`config.mk`:
```
export PLATFORM = sky130hd
export DESIGN_NAME = wpt_addr_bank
export DESIGN_NICKNAME = d
export VERILOG_FILES = /design/src/rtl/wpt_addr_bank.sv
export SDC_FILE = /design/constraint.sdc
export NUM_CORES = 1
export LEC_CHECK = 0
export ABC_AREA = 1
export BUFFER_PORTS_ARGS = -buffer_cell sky130_fd_sc_hd__buf_2
export CAP_MARGIN = 10
export CORE_MARGIN = 2
export CORE_UTILIZATION = 25
export DETAILED_ROUTE_END_ITERATION = 10
export MAX_ROUTING_LAYER = met4
export PLACE_DENSITY = 0.49
export SLEW_MARGIN = 20
export SYNTH_ARGS = -nofsm -noshare
export SYNTH_HDL_FRONTEND = slang
export SYNTH_SLANG_ARGS = --single-unit
export TNS_END_PERCENT = 1
```
`constraint.sdc`:
```
create_clock -name clk -period 2.67 [get_ports clk]
set_input_delay 0.1335 -clock clk [delete_from_list [all_inputs] [get_ports clk]]
set_output_delay 0.1335 -clock clk [all_outputs]
set_load 0.02 [all_outputs]
```
`src/rtl/wpt_addr_bank.sv`:
```
module wpt_addr_bank #(
  parameter int NUM_WP = 4
) (
  input  logic        clk,
  input  logic        rst_n,
  input  logic        acc_valid,
  input  logic        acc_write,
  input  logic [3:0]  acc_idx,
  input  logic [31:0] acc_wdata,
  input  logic [1:0]  priv_lvl,
  input  logic        l2_enabled,
  input  logic        l2_trap_host,
  input  logic        l2_trap_acc,
  input  logic        l3_trap,
  input  logic        l3_undef_prio,
  input  logic        l3_undef,
  input  logic        os_lock,
  input  logic        halt_ok,
  input  logic        ext_halt,
  output logic [2:0]  result,
  output logic [5:0]  trap_class,
  output logic [31:0] rd_data
);
  localparam logic [2:0] RES_NONE  = 3'd0;
  localparam logic [2:0] RES_OK    = 3'd1;
  localparam logic [2:0] RES_UNDEF = 3'd2;
  localparam logic [2:0] RES_TRAP2 = 3'd3;
  localparam logic [2:0] RES_TRAP3 = 3'd4;
  localparam logic [2:0] RES_HALT  = 3'd5;
  localparam logic [5:0] SYN_CLASS = 6'h05;
  localparam int         AW        = 30;

  logic [NUM_WP-1:0][AW-1:0] mem;
  logic [AW-1:0]             rd_sel;
  logic                      idx_ok;
  logic [2:0]                tail_res;
  logic                      commit_wr;

  assign idx_ok   = int'(acc_idx) < NUM_WP;
  assign tail_res = (!os_lock && halt_ok && ext_halt) ? RES_HALT : RES_OK;

  always_comb begin
    result = RES_NONE;
    if (acc_valid) begin
      if (!idx_ok) begin
        result = RES_UNDEF;
      end else begin
        case (priv_lvl)
          2'd0: result = RES_UNDEF;
          2'd1: begin
            if (l3_undef_prio && l3_trap)                      result = RES_UNDEF;
            else if (l2_enabled && (l2_trap_host || l2_trap_acc)) result = RES_TRAP2;
            else if (l3_trap)                                  result = l3_undef ? RES_UNDEF : RES_TRAP3;
            else                                               result = tail_res;
          end
          2'd2: begin
            if (l3_undef_prio && l3_trap) result = RES_UNDEF;
            else if (l3_trap)             result = l3_undef ? RES_UNDEF : RES_TRAP3;
            else                          result = tail_res;
          end
          default: result = tail_res;
        endcase
      end
    end
  end

  assign trap_class = (result == RES_TRAP2 || result == RES_TRAP3) ? SYN_CLASS : 6'h00;
  assign commit_wr  = acc_write && (result == RES_OK);

  always_ff @(posedge clk or negedge rst_n) begin
    if (!rst_n) begin
      mem <= '0;
    end else if (commit_wr) begin
      for (int i = 0; i < NUM_WP; i++)
        if (int'(acc_idx) == i) mem[i] <= acc_wdata[31:2];
    end
  end

  always_comb begin
    rd_sel = '0;
    for (int i = 0; i < NUM_WP; i++)
      if (int'(acc_idx) == i) rd_sel = mem[i];
  end

  assign rd_data = (result == RES_OK && !acc_write) ? {rd_sel, 2'b00} : 32'h0;

  assert_l0_undef_R2: assert property (@(posedge clk) disable iff (!rst_n)
    (acc_valid && priv_lvl == 2'd0) |-> result == RES_UNDEF);

  assert_range_undef_R1: assert property (@(posedge clk) disable iff (!rst_n)
    (acc_valid && int'(acc_idx) >= NUM_WP) |-> result == RES_UNDEF);

  assert_l3_no_trap_R6: assert property (@(posedge clk) disable iff (!rst_n)
    (acc_valid && idx_ok && priv_lvl == 2'd3) |-> (result == RES_OK || result == RES_HALT));

  assert_prio_undef_R3: assert property (@(posedge clk) disable iff (!rst_n)
    (acc_valid && idx_ok && priv_lvl != 2'd3 && l3_undef_prio && l3_trap) |-> result == RES_UNDEF);

  assert_blocked_write_R9: assert property (@(posedge clk) disable iff (!rst_n)
    (acc_valid && acc_write && result != RES_OK) |=> $stable(mem));

  assert_readback_R8: assert property (@(posedge clk) disable iff (!rst_n)
    (acc_valid && acc_write && result == RES_OK) |=>
      (!(acc_valid && !acc_write && result == RES_OK && acc_idx == $past(acc_idx))
       || rd_data == {$past(acc_wdata[31:2]), 2'b00}));

  assert_idle_R10: assert property (@(posedge clk) disable iff (!rst_n)
    !acc_valid |-> (result == RES_NONE && rd_data == 32'h0));
endmodule

```
## Word-level counts from Yosys, hierarchy flattened

Index checks and enable logic that the tools add are counted.

| operators by class | value |
|---|---|
| $lt $le $gt $ge | 1 |
| equality and inequality tests | 8 |
| mux-type cells | 15 |
| reduce and logical (&&, ||, !) cells | 16 |

Operators by type and width:

| cell | number |
|---|---|
| $mux 30 | 4 |
| $mux 32 | 1 |
| $mux 3 | 9 |
| $pmux 3 s3 | 1 |
| $eq 4x3->1 const B | 2 |
| $reduce_and 2->1 | 4 |
| $logic_and 1x1->1 | 6 |
| $eq 4x2->1 const B | 1 |
| $logic_not 4->1 | 1 |
| $lt 4x3->1 const B | 1 |
| $eq 3x1->1 const B | 1 |
| $eq 3x2->1 const B | 1 |
| $eq 3x3->1 const B | 1 |
| $eq 2x1->1 const B | 1 |
| $eq 2x2->1 const B | 1 |
| $logic_not 1->1 | 2 |
| $logic_not 2->1 | 1 |
| $logic_or 1x1->1 | 2 |

| word-level totals | value |
|---|---|
| register bits | 120 |
| input bits | 51 |
| output and inout bits | 41 |
| logic and storage cells | 44 |

## Logic depth before layout (Yosys ltp)

| depth | value |
|---|---|
| depth after elaboration | 13 |
| gate-level depth with buffers | 11 |
| depth with buffers taken out | 10 |

## Worst setup path after synthesis

OpenSTA, ideal clock, no wires.

| timing path | value |
|---|---|
| kind | in2out |
| start point | input port acc_idx[2] |
| end point | output port rd_data[30] |
| arrival | 1.345 ns |
| required time | 2.536 ns |
| slack | 1.192 ns |
| stages | 10 |
| path buffers | 1 |
| cell sequence | inv_2 -> nand2_4 -> inv_2 -> nand2_1 -> inv_1 -> nand2_1 -> nor2_2 -> nand3_1 -> buf_4 -> a21oi_1 |

| on the way | value |
|---|---|
| longest elaborated chain between the ends | 6 |
| elaborated cells on any way between the ends | 14 |
| classes of those cells | order compare (1); eq/ne (4); mux (7); reduce/logical (2) |

RTL lines:

| what | RTL line | source |
|---|---|---|
| from (decl) | 8 | `input logic [3:0] acc_idx,` |
| $lt 4x3->1 or $logic_not 4->1 (tied branches) | 39, 82 |  |
| $mux 3 or $mux 30 (tied branches) | 45, 82 |  |
| $mux 3 or $mux 30 (tied branches) | 44, 82 |  |
| $eq 3x1->1 or $mux 30 (tied branches) | 85, 82 |  |
| $logic_and 1x1->1 or $mux 30 (tied branches) | 85, 82 |  |
| $mux 32 (*) | 85 | `assign rd_data = (result == RES_OK && !acc_write) ? {rd_sel, 2'b00} : 32'h0;` |
| to (decl) | 22 | `output logic [31:0] rd_data` |

Mark *: on every way between the ends. The rest lies on a longest branch, timed or not.

## Worst setup path after layout

| timing path | value |
|---|---|
| start point | input port acc_idx[2] |
| end point | output port rd_data[2] |

The elaborated chain is that of the path after synthesis.

==> key figures <==
Cells and area
  – Max FFs per register: 120
  – Ratio of cells with drive above 1 in the final layout: 18.63%
  – Most common cell after layout, fill and taps aside: nand2_1
  – Largest Register: mem
  – Layout Area Growth over Synthesis: 26.19%
  – Registers with the most flip-flops: mem (120)
  – Final nets: 897
  – Number of fill cells in the layout: 2,525
  – Most frequent cells in the layout: nand2_1 (317), nand3_1 (143), dfrtp_1 (120), buf_2 (82), dlygate4sd3_1 (30)
  – Ant diodes: 0

Synthesis
  – Cells after Synth: around 750
  – Syn avg cell area: between 7 and 8 sq um
  – Main combinational cell family by area after synthesis: simple AND/OR/NAND/NOR gates
  – Mapped Area: approximately 6000 sq um
  – Register area share after synthesis: 50.33%
  – Simple-Gate Fraction of Synth Area: between 30% and 40%
  – Synthesis warning total: 0
  – Adder-Cell Fraction of Synth Area: 0%
  – Area share of the largest cell type after synthesis: 50.33%
  – Dominant cell type by area after synthesis: dfrtp_1
  – Number of synthesized register bits: 120
  – Unique masters post-synth: 26
  – Xor/xnor share of the synthesized area: 0%
  – Area contributors post-synth: dfrtp_1 (50%), nand2_1 (20%), nand3_1 (12%), o221ai_1 (2.9%), buf_2 (2.3%)
  – Proportion of synthesized area in mux cells: 0%
  – Compound-Gate Fraction of Synth Area: 5.284%

Status
  – Outcome: completed

Floorplan
  – Initial Utilization: roughly 25%
  – Die width: approximately 160 um
  – Die Footprint: around 25,000 sq um
  – Die height: approximately 160 um
  – Rows: 56
  – IO Pins: between 90 and 100
  – Placeable Area: roughly 23,000 sq um

GRT
  – GRT overflow: 0
  – Initial antenna violation count: 0
  – Largest net degree at the start of global routing: between 100 and 150
  – GRT Total Usage: around 15%
  – Vias in the first global route: 5,102
  – Global-route wire length before repair: around 28,000 um

Clocking
  – CTS Buffer Depth: 2
  – Setup Buffers After CTS: 0
  – Clock Latency Late Sink: 420 ps
  – H-tree depth: 4
  – Clk pin slew, worst setup/hold paths: about 60 ps
  – Clock Sinks: between 100 and 150
  – CTS tree: built
  – CTS root buffer: clkbuf_16
  – CTS Buf Count: 17

Route
  – DRC Markers: 0
  – Initial DRC Count: about 450
  – Final WL: between 15,000 and 20,000 um
  – Routed wire length per instance: around 15 um
  – Post-route antenna net violation count: 0
  – Vias per Instance: ~4.6
  – Via count: 5,371
  – 1st-pass router iterations: 5

Job
  – Max Cap Viol: 0

STA
  – Final hold violation count: 0
  – Hold WS: around 27 ps
  – Worst-Margin Slew: 813.2 ps
  – RSZ-0062 raised after global routing: false
  – Minimum clock period: 1875 ps
  – Slew Viols, Final: 0
  – Final Cycle Share: around 70%
  – Worst setup margin: just under 800 ps
  – Final setup fails: 0
  – Max Fclk: around 530 MHz
  – Worst rel slew slack: a little under half
  – Final Skew: 0 ps
  – Setup TNS: 0 ps

Critical path
  – Crit-path cells: buf_2 > inv_2 > nand2_4 > inv_2 > nand2_1 > inv_1 > nand2_1 > nor2_2 > nand3_1 > buf_4 > nor3_2 > buf_2
  – CP Capture Type: output pin
  – Critical path arrival: roughly 1700 ps
  – CP Buf/Inv Count: 6
  – Crit start category: input port
  – CP Max Fanout: 17
  – Slowest cell on crit path: buf_4
  – Cell family with most CP delay: simple AND/OR/NAND/NOR gates
  – Worst stage delay on the critical path: ~250 ps
  – Setup Crit Path Kind: input port to output pin
  – Worst EP required: ~2500 ps

Hold path
  – Worst hold path class: input port to flip-flop

Placement
  – Post-DP HPWL: about 11,000 um
  – Post-place setup slack: about 810 ps
  – I/O Buffers: between 80 and 90
  – GP Congestion: ~0.71

Power and ir drop
  – Pwr Total: between 0.004 and 0.005 W
  – VDD IR-drop max: around 460 uV
  – Leakage: ~4 nW
  – Power per cell area: about 590 nW/um^2
-- per-layer routing --
metal	wire (um)	global-route usage (%)
met5	0	-
met1	8696	21.50
met4	198	4.118
met3	960	2.912
met2	7837	22.53
-- tightest hold or removal path, cell delays in order --
cell	delay, ps
buf_2	150
nand3_1	90
nand2_1	40
-- through the flow --
stage | area, sq um | std cells | utilization [%]
after floorplan | 5986 | 754 | -
after global placement | 6643 | 1116 | 28.30
after detailed placement | 6643 | 1116 | 28.30
after CTS | 7530 | 1178 | 32.08
after global routing | 7530 | 1178 | 32.08
final | 7530 | 1178 | 32.08
-- synthesized netlist by cell type --
library cell and count:
o22ai_1 9, dfrtp_1 120, o21bai_1 1, nand3_2 2, nand3_1 143, o21ai_0 1
nand2_2 1, buf_6 11, inv_2 6, a21oi_1 11, buf_2 28, nor3_2 9
buf_1 1, nand3b_1 1, a21oi_4 1, inv_1 10, nand2_4 1, nor2_2 2
nor3_4 2, buf_4 8, clkbuf_1 14, nand4_1 4, nor2_1 25, conb_1 1
o221ai_1 20, nand2_1 317
-- cell families (layout without fill, tap and decap cells) --
kind of cell	after synthesis	after routing
AO/OA/AOI/OAI	43	43
buffers and inverters	78	183
flip-flops	120	120
other	1	6
AND/OR/NAND/NOR	507	507
-- power breakdown --
group | switching, W | total (W) | internal [W] | leakage (nW)
Sequential | 0.00000635 | 0.00184 | 0.00183 | 1.68
Combinational | 0.000183 | 0.000284 | 0.000100 | 2.06
Clock | 0.000843 | 0.00230 | 0.00145 | 0.289
Total | 0.00103 | 0.00442 | 0.00339 | 4.02
-- timing repair --
| item | 4_1_cts | 5_1_grt |
|---|---|---|
| hold buffers | 30 | 0 |
| endpoints found under the hold margin | 164 | 0 |
| gates resized for setup | 0 | 0 |
-- final timing paths --
check	from	to	slack [ps]	cells after the start
setup reg to reg	mem[60]	mem[60]	2060	2
min in group asynchronous	rst_n	mem[64]	340	2
setup / recovery	acc_idx[2]	rd_data[2]	800	12
max in group asynchronous	rst_n	mem[111]	1560	3
hold / removal	acc_wdata[2]	mem[0]	30	3
hold reg to reg	mem[12]	mem[12]	480	2
-- layout make-up --
type / count / area (sq um) / area share (%)
repair buffers: 135 / 933.4 / 12.40
inverters: 16 / 60.06 / 0.7976
well taps: 319 / 399.1 / 5.301
multi-input cells: 556 / 2547 / 33.83
flip-flops and latches: 120 / 3003 / 39.88
clock inverters: 14 / 157.7 / 2.094
clock buffers: 18 / 429.2 / 5.700
(Power assumes the default switching activity.)
